[src/rtl/dpu_pkg.sv]
package dpu_pkg;

  typedef enum logic [3:0] {
    OP_AND   = 4'h0,
    OP_XOR   = 4'h1,
    OP_SUB   = 4'h2,
    OP_RSUB  = 4'h3,
    OP_ADD   = 4'h4,
    OP_ADDC  = 4'h5,
    OP_SUBC  = 4'h6,
    OP_RSUBC = 4'h7,
    OP_TAND  = 4'h8,
    OP_TXOR  = 4'h9,
    OP_CMP   = 4'hA,
    OP_CMPN  = 4'hB,
    OP_OR    = 4'hC,
    OP_MOVB  = 4'hD,
    OP_ANDN  = 4'hE,
    OP_NOTB  = 4'hF
  } dpu_op_e;

  function automatic logic op_is_test(dpu_op_e o);
    return (o == OP_TAND) || (o == OP_TXOR) || (o == OP_CMP) || (o == OP_CMPN);
  endfunction

  function automatic logic op_is_logic(dpu_op_e o);
    return (o == OP_AND) || (o == OP_XOR) || (o == OP_TAND) || (o == OP_TXOR) ||
           (o == OP_OR) || (o == OP_MOVB) || (o == OP_ANDN) || (o == OP_NOTB);
  endfunction

endpackage

[src/rtl/dpu_operand_sel.sv]
module dpu_operand_sel #(
  parameter int DW    = 32,
  parameter int IMM_W = 8,
  parameter int ROT_W = 4,
  parameter int PC_LOOKAHEAD = 4
) (
  input  logic [DW-1:0]    opnd_a,
  input  logic [DW-1:0]    opnd_b,
  input  logic             a_is_pc,
  input  logic             b_is_pc,
  input  logic [DW-1:0]    pc_value,
  input  logic             reg_shift,
  input  logic             imm_form,
  input  logic [IMM_W-1:0] imm_byte,
  input  logic [ROT_W-1:0] imm_rot,
  input  logic             shift_carry,
  output logic [DW-1:0]    op_a,
  output logic [DW-1:0]    op_b,
  output logic             shf_carry
);
  localparam int SHW = $clog2(DW) + 1;

  logic [DW-1:0]  pc_seen;
  logic [DW-1:0]  imm_ext;
  logic [DW-1:0]  imm_rotated;
  logic [SHW-1:0] rot_amt;

  // Register-amount shifts read the PC one fetch later
  assign pc_seen = (reg_shift && !imm_form) ? pc_value + DW'(PC_LOOKAHEAD) : pc_value;

  assign imm_ext = DW'(imm_byte);
  assign rot_amt = SHW'({imm_rot, 1'b0});

  // Per-bit rotate: output bit i takes source bit (i + amount) mod DW
  for (genvar gi = 0; gi < DW; gi++) begin : g_rot
    logic [SHW:0] src_idx;
    always_comb begin
      src_idx = (SHW+1)'(gi) + (SHW+1)'(rot_amt);
      if (src_idx >= (SHW+1)'(DW)) src_idx = src_idx - (SHW+1)'(DW);
    end
    assign imm_rotated[gi] = imm_ext[src_idx[SHW-1:0]];
  end

  assign op_a      = a_is_pc ? pc_seen : opnd_a;
  assign op_b      = imm_form ? imm_rotated : (b_is_pc ? pc_seen : opnd_b);
  assign shf_carry = (imm_form && (imm_rot != '0)) ? imm_rotated[DW-1] : shift_carry;

endmodule

[src/rtl/dpu_arith.sv]
module dpu_arith
  import dpu_pkg::*;
#(
  parameter int DW = 32
) (
  input  dpu_op_e       op,
  input  logic [DW-1:0] op_a,
  input  logic [DW-1:0] op_b,
  input  logic          carry_in,
  output logic [DW-1:0] res,
  output logic          c_arith,
  output logic          v_arith
);
  logic [DW-1:0] x_opnd;
  logic [DW-1:0] y_opnd;
  logic [DW:0]   sum_w;
  logic [DW:0]   subtr_w;
  logic          reverse;

  function automatic logic add_ovf(logic [DW-1:0] p, logic [DW-1:0] q, logic [DW-1:0] s);
    logic [DW-1:0] t;
    t = (p ^ s) & (q ^ s);
    return t[DW-1];
  endfunction

  function automatic logic sub_ovf(logic [DW-1:0] p, logic [DW-1:0] q, logic [DW-1:0] s);
    logic [DW-1:0] t;
    t = (p ^ s) & (~q ^ s);
    return t[DW-1];
  endfunction

  // Reversed subtractions swap minuend and subtrahend
  assign reverse = (op == OP_RSUB) || (op == OP_RSUBC);
  assign x_opnd  = reverse ? op_b : op_a;
  assign y_opnd  = reverse ? op_a : op_b;

  always_comb begin
    res     = '0;
    c_arith = 1'b0;
    v_arith = 1'b0;
    sum_w   = '0;
    subtr_w = '0;
    unique case (op)
      OP_AND, OP_TAND: res = op_a & op_b;
      OP_XOR, OP_TXOR: res = op_a ^ op_b;
      OP_OR:           res = op_a | op_b;
      OP_MOVB:         res = op_b;
      OP_ANDN:         res = op_a & ~op_b;
      OP_NOTB:         res = ~op_b;
      OP_ADD, OP_CMPN, OP_ADDC: begin
        sum_w = {1'b0, op_a} + {1'b0, op_b};
        if (op == OP_ADDC) sum_w = sum_w + (DW+1)'(carry_in);
        res     = sum_w[DW-1:0];
        c_arith = sum_w[DW];
        v_arith = add_ovf(op_a, op_b, sum_w[DW-1:0]);
      end
      OP_SUB, OP_CMP, OP_RSUB: begin
        res     = x_opnd - y_opnd;
        c_arith = (y_opnd <= x_opnd);
        v_arith = sub_ovf(x_opnd, y_opnd, x_opnd - y_opnd);
      end
      OP_SUBC, OP_RSUBC: begin
        subtr_w = {1'b0, y_opnd} + (DW+1)'(1) - (DW+1)'(carry_in);
        res     = x_opnd - subtr_w[DW-1:0];
        c_arith = (subtr_w <= {1'b0, x_opnd});
        v_arith = sub_ovf(x_opnd, y_opnd, x_opnd - subtr_w[DW-1:0]);
      end
      default: res = '0;
    endcase
  end

endmodule

[src/rtl/dpu_flag_ctl.sv]
module dpu_flag_ctl #(
  parameter int DW = 32
) (
  input  logic          clk,
  input  logic          rst_n,
  input  logic          in_valid,
  input  logic          is_test,
  input  logic          is_logic,
  input  logic          set_flags,
  input  logic          dest_is_pc,
  input  logic [DW-1:0] res,
  input  logic          c_arith,
  input  logic          v_arith,
  input  logic          shf_carry,
  output logic          flag_n,
  output logic          flag_z,
  output logic          flag_c,
  output logic          flag_v,
  output logic          restore_req,
  output logic          reload_req
);
  logic upd_flags;
  logic want_restore;
  logic want_reload;

  assign upd_flags    = in_valid && !dest_is_pc && (is_test || set_flags);
  assign want_restore = in_valid && dest_is_pc && (is_test || set_flags);
  assign want_reload  = in_valid && dest_is_pc && !is_test;

  always_ff @(posedge clk) begin
    if (!rst_n) begin
      flag_n      <= 1'b0;
      flag_z      <= 1'b0;
      flag_c      <= 1'b0;
      flag_v      <= 1'b0;
      restore_req <= 1'b0;
      reload_req  <= 1'b0;
    end else begin
      restore_req <= want_restore;
      reload_req  <= want_reload;
      if (upd_flags) begin
        flag_n <= res[DW-1];
        flag_z <= (res == '0);
        flag_c <= is_logic ? shf_carry : c_arith;
        if (!is_logic) flag_v <= v_arith;
      end
    end
  end

  AST_PC_DEST_FLAGS_FROZEN: assert property (@(posedge clk) disable iff (!rst_n)
    (in_valid && dest_is_pc) |=> $stable({flag_n, flag_z, flag_c, flag_v}));

  AST_TEST_NO_RELOAD: assert property (@(posedge clk) disable iff (!rst_n)
    (in_valid && is_test) |=> !reload_req);

  AST_LOGIC_KEEPS_V: assert property (@(posedge clk) disable iff (!rst_n)
    (in_valid && is_logic) |=> $stable(flag_v));

  AST_IDLE_NO_REQ: assert property (@(posedge clk) disable iff (!rst_n)
    !in_valid |=> (!restore_req && !reload_req));

  AST_IDLE_FLAGS_HOLD: assert property (@(posedge clk) disable iff (!rst_n)
    !in_valid |=> $stable({flag_n, flag_z, flag_c, flag_v}));

endmodule

[src/rtl/dpu_exec.sv]
module dpu_exec
  import dpu_pkg::*;
#(
  parameter int DW     = 32,
  parameter int IDX_W  = 4,
  parameter int PC_IDX = 15,
  parameter int IMM_W  = 8,
  parameter int ROT_W  = 4
) (
  input  logic             clk,
  input  logic             rst_n,
  input  logic             in_valid,
  input  logic [3:0]       op_code,
  input  logic             set_flags,
  input  logic [IDX_W-1:0] dest_idx,
  input  logic [DW-1:0]    opnd_a,
  input  logic [DW-1:0]    opnd_b,
  input  logic             a_is_pc,
  input  logic             b_is_pc,
  input  logic [DW-1:0]    pc_value,
  input  logic             reg_shift,
  input  logic             imm_form,
  input  logic [IMM_W-1:0] imm_byte,
  input  logic [ROT_W-1:0] imm_rot,
  input  logic             carry_in,
  input  logic             shift_carry,
  output logic [DW-1:0]    result,
  output logic             result_we,
  output logic             flag_n,
  output logic             flag_z,
  output logic             flag_c,
  output logic             flag_v,
  output logic             restore_req,
  output logic             reload_req
);
  dpu_op_e       op;
  logic [DW-1:0] op_a;
  logic [DW-1:0] op_b;
  logic          shf_carry;
  logic          c_arith;
  logic          v_arith;
  logic          is_test;
  logic          is_logic;
  logic          dest_is_pc;

  assign op         = dpu_op_e'(op_code);
  assign is_test    = op_is_test(op);
  assign is_logic   = op_is_logic(op);
  assign dest_is_pc = (dest_idx == IDX_W'(PC_IDX));
  assign result_we  = in_valid && !is_test;

  dpu_operand_sel #(.DW(DW), .IMM_W(IMM_W), .ROT_W(ROT_W)) i_opsel (
    .opnd_a      (opnd_a),
    .opnd_b      (opnd_b),
    .a_is_pc     (a_is_pc),
    .b_is_pc     (b_is_pc),
    .pc_value    (pc_value),
    .reg_shift   (reg_shift),
    .imm_form    (imm_form),
    .imm_byte    (imm_byte),
    .imm_rot     (imm_rot),
    .shift_carry (shift_carry),
    .op_a        (op_a),
    .op_b        (op_b),
    .shf_carry   (shf_carry)
  );

  dpu_arith #(.DW(DW)) i_arith (
    .op       (op),
    .op_a     (op_a),
    .op_b     (op_b),
    .carry_in (carry_in),
    .res      (result),
    .c_arith  (c_arith),
    .v_arith  (v_arith)
  );

  dpu_flag_ctl #(.DW(DW)) i_flags (
    .clk         (clk),
    .rst_n       (rst_n),
    .in_valid    (in_valid),
    .is_test     (is_test),
    .is_logic    (is_logic),
    .set_flags   (set_flags),
    .dest_is_pc  (dest_is_pc),
    .res         (result),
    .c_arith     (c_arith),
    .v_arith     (v_arith),
    .shf_carry   (shf_carry),
    .flag_n      (flag_n),
    .flag_z      (flag_z),
    .flag_c      (flag_c),
    .flag_v      (flag_v),
    .restore_req (restore_req),
    .reload_req  (reload_req)
  );

  AST_TEST_NO_WRITE: assert property (@(posedge clk) disable iff (!rst_n)
    (in_valid && op_code[3:2] == 2'b10) |-> !result_we);

  AST_ZERO_ROT_PASS: assert property (@(posedge clk) disable iff (!rst_n)
    (imm_form && imm_rot == '0) |-> (op_b == DW'(imm_byte) && shf_carry == shift_carry));

endmodule

[config.mk]
export PLATFORM = sky130hd
export DESIGN_NAME = dpu_exec
export DESIGN_NICKNAME = d
export VERILOG_FILES = /design/src/rtl/dpu_pkg.sv /design/src/rtl/dpu_operand_sel.sv /design/src/rtl/dpu_arith.sv /design/src/rtl/dpu_flag_ctl.sv /design/src/rtl/dpu_exec.sv
export SDC_FILE = /design/constraint.sdc
export NUM_CORES = 1
export LEC_CHECK = 0
export ABC_AREA = 1
export ABC_CLOCK_PERIOD_IN_PS = 7500
export BUFFER_PORTS_ARGS = -buffer_cell sky130_fd_sc_hd__buf_2
export CORE_ASPECT_RATIO = 0.9
export CORE_MARGIN = 1
export CORE_UTILIZATION = 40
export CTS_CLUSTER_SIZE = 20
export DETAILED_ROUTE_END_ITERATION = 7
export PLACE_DENSITY = 0.68
export RECOVER_POWER = 50
export SLEW_MARGIN = 20
export SYNTH_ARGS = -nofsm -noshare
export SYNTH_HDL_FRONTEND = slang
export SYNTH_SLANG_ARGS = --single-unit
[constraint.sdc]
create_clock -name clk -period 7.5 [get_ports clk]
set_clock_uncertainty 0.15 [all_clocks]
set_input_delay 0.375 -clock clk [delete_from_list [all_inputs] [get_ports clk]]
set_output_delay 0.375 -clock clk [all_outputs]
set_load 0.02 [all_outputs]
==> impl_metrics.toml <==
[worst_setup_path]
reg2reg_from = "i_flags.flag_v"
crit_start = "imm_rot[1]"
worstPathRequired_ns = 6.97
cp_num_cells = 43
critical-path-slowest-cell = "ha_1"
r2r_cells = 4
worstSetupEndpointType = "output pin"
crit_arrival_ns = 6.44
r2r-end = "i_flags.flag_v"
path_class = "in -> out"
cp_common_cell = "nand2_1"
slowest_delay_ns = 0.37
r2r_slack_ns = 6.69
cp_max_fo = 9
worst-path-buf-inv = 7
crit_end = "result[31]"
worstSetupStartpointType = "primary input"
cpLargestDelayFamily = "simple AND/OR/NAND/NOR gates"

[power]
powerDensity_nw_per_um2 = 160
power.internal_mw = 0.923
switching_power_mw = 1.84
report.power.total_mw = 2.77
ir_drop_uv = 75.8
p_seq_frac = 0.012
power.share.combinational = 0.956
clockPowerShare = 0.032
power.leakage_nw = 9.44
p_sw_frac = 0.666

[global_routing]
grt_overflow_total = 0
grt_pass1_wl_um = 102000
grt_usage = 0.325
grt_pass1_vias = 18071
grt_max_degree = 63
antenna_found_initial = 0

[timing]
min_period_over_period = 0.929
finalHoldViolCount = 0
tns_ns = 0
final_max_slew_viol_count = 0
setup_viol = 0
min_period_ns = 6.96
rsz0062_at_grt = "no"
fmax_ghz = 0.144
tightestPinTransition_ns = 1.04
slew_headroom = 0.304

[route]
route.detailed.drc = 0
wl_per_cell_um = 18.4
routed_wl_um = 67800
ant_nets = 0
via_per_inst = 5.60
vias = 20675
drtIter0Drc = 2670
drt_first_pass_iters = 8

[clock_network]
postCtsHoldBufs = 0
h-tree-depth = 1
cts_root_buffer = "clkbuf_16"
cts_resized = 0
cts.sinks = 6
cts_buffer_depth = 2
clock_latency_ns = 0.23
clk_pin_slew_ns = 0.03
cts_buffers = 3
cts_tree = "done"
cts_setup_buffers = 0

[floorplan]
die_y_um = 190
floorplan.initialDensity = 0.408
rows = 68
die_w_um = 211
die_area_um2 = 40200
core_area_um2 = 38500
ios = 165

[placed_design]
dp_hpwl_um = 57200
finalWeightedCongestion = 1.06
io_buffers = 164
placed_cells = 3691

[logic_synthesis]
avgSynthCellArea_um2 = 5.19
synthArstFlopShare = 0
yosysMostFrequentCell = "nand2_1"
synth_top_cell_by_area = "nand2_1"
synth_cell_types = 62
synth_common_cells = "887 x nand2_1, 409 x inv_1, 309 x nor2_1"
synth-edff-count = 0
netlist_area_um2 = 15700
ys_seq_area_frac = 0.00763
yosysWarnings = 0
synth_ff_type = "dfxtp_1"
syn_inst = 3034
synth_nets = 3305
ys_top_cells_by_area = "nand2_1 21%, ha_1 11%, inv_1 9.8%, nand3_1 8.3%, nor2_1 7.4%"
synth_top_area_frac = 0.211
synth-seq-cells = 6

[hold_path]
holdCritPathClass = "in -> reg"

[final_layout]
multi_input_area_um2 = 13700
fill_cells = 4377
seqCellArea_um2 = 120
diodes = 0
final_layout_size_suffix_gt1_frac = 0.136
area_delta_synth_final_pct = 10.0
stdcell_count = 3694
final_net_count = 3442

[flow_run]
maxCapViolCount = 0

[status]
status = "complete, no violations"
## area by class of cell
| type | instances | share of cell area |
|---|---|---|
| Multi-Input combinational cell | 2514 | 0.791 |
| Inverter | 449 | 0.0978 |
| Timing Repair Buffer | 197 | 0.0623 |
| Tap cell | 525 | 0.0379 |
| Sequential cell | 6 | 0.00694 |
| Clock buffer | 3 | 0.00433 |
## metal layers
| layer | track usage | up-vias | part of all wire |
|---|---|---|---|
| li1 | - | 10183 | - |
| met1 | 0.463 | 9231 | 0.44 |
| met3 | 0.0565 | 117 | 0.11 |
| met4 | 0.0956 | 0 | 0.034 |
| met5 | 0 | - | 0 |
| met2 | 0.494 | 1144 | 0.41 |
## through the flow
step / hold slack, ns / cell area, um2 / setup WS, ns / util
after global routing: 0.263 / 17300 / 0.0107 / 0.449
after detailed placement: 0.336 / 17200 / 0.137 / 0.447
after CTS: 0.258 / 17300 / 0.100 / 0.449
after global placement: 0.318 / 17200 / 0.196 / 0.447
final: 0.264 / 17300 / 0.536 / 0.449
after floorplan: 0.363 / 15700 / 0.667 / -
## layout by cell type, fill, tap and decap left out, drive strengths merged, types with 13 or more instances in the layout
cell type  count
o22ai         21
o211ai        19
inv          444
ha           142
nor3          32
or2           20
nand4         73
o21a          13
xnor2         21
xor2          52
clkbuf        18
a21oi        196
nand3        286
o21ai        200
a31oi         14
nor2         347
nand2        984
buf          182
## worst min-delay path by stage
stage	slack (ns)	from	depth (start not counted)	to
2_1_floorplan	0.36	rst_n	2	i_flags.flag_n
3_3_place_gp	0.32	i_flags.flag_z	2	i_flags.flag_z
3_5_place_dp	0.34	i_flags.flag_z	2	i_flags.flag_z
4_1_cts	0.26	in_valid	3	i_flags.reload_req
5_1_grt	0.26	in_valid	3	i_flags.reload_req
6_report	0.26	in_valid	3	i_flags.reload_req
## state kept, by name, summed over array words and instances (netlist names)
signal and count:
i_flags.flag_z 1, i_flags.restore_req 1, i_flags.flag_c 1, i_flags.flag_v 1
i_flags.flag_n 1, i_flags.reload_req 1
## kinds of logic (layout without fill, tap and decap cells)
| kind of cell | count (synthesis) | in the layout | share of synthesized area |
|---|---|---|---|
| buf+inv | 514 | 649 | 0.125 |
| fa+ha+maj | 145 | 145 | 0.117 |
| xor+xnor | 73 | 73 | 0.0420 |
| simple gates | 1770 | 1770 | 0.518 |
| flops | 6 | 6 | 0.00763 |
| compound gates | 526 | 526 | 0.191 |
## power by group through the flow
| stage | Sequential (mW) | Clock, mW | Combinational [mW] |
|---|---|---|---|
| finish | 0.0340 | 0.0881 | 2.64 |
| global route | 0.0341 | 0.0914 | 2.89 |
| CTS | 0.0340 | 0.0887 | 2.54 |
| detailed placement | 0.0345 | 0 | 2.52 |
| global placement | 0.0344 | 0 | 2.53 |
| floorplan | 0.0362 | 0 | 1.83 |
## worst min-delay path, stage by stage
cell and delay [ns]:
buf_2 0.10, inv_1 0.06, nor3_1 0.05
(Power assumes the default switching activity.)
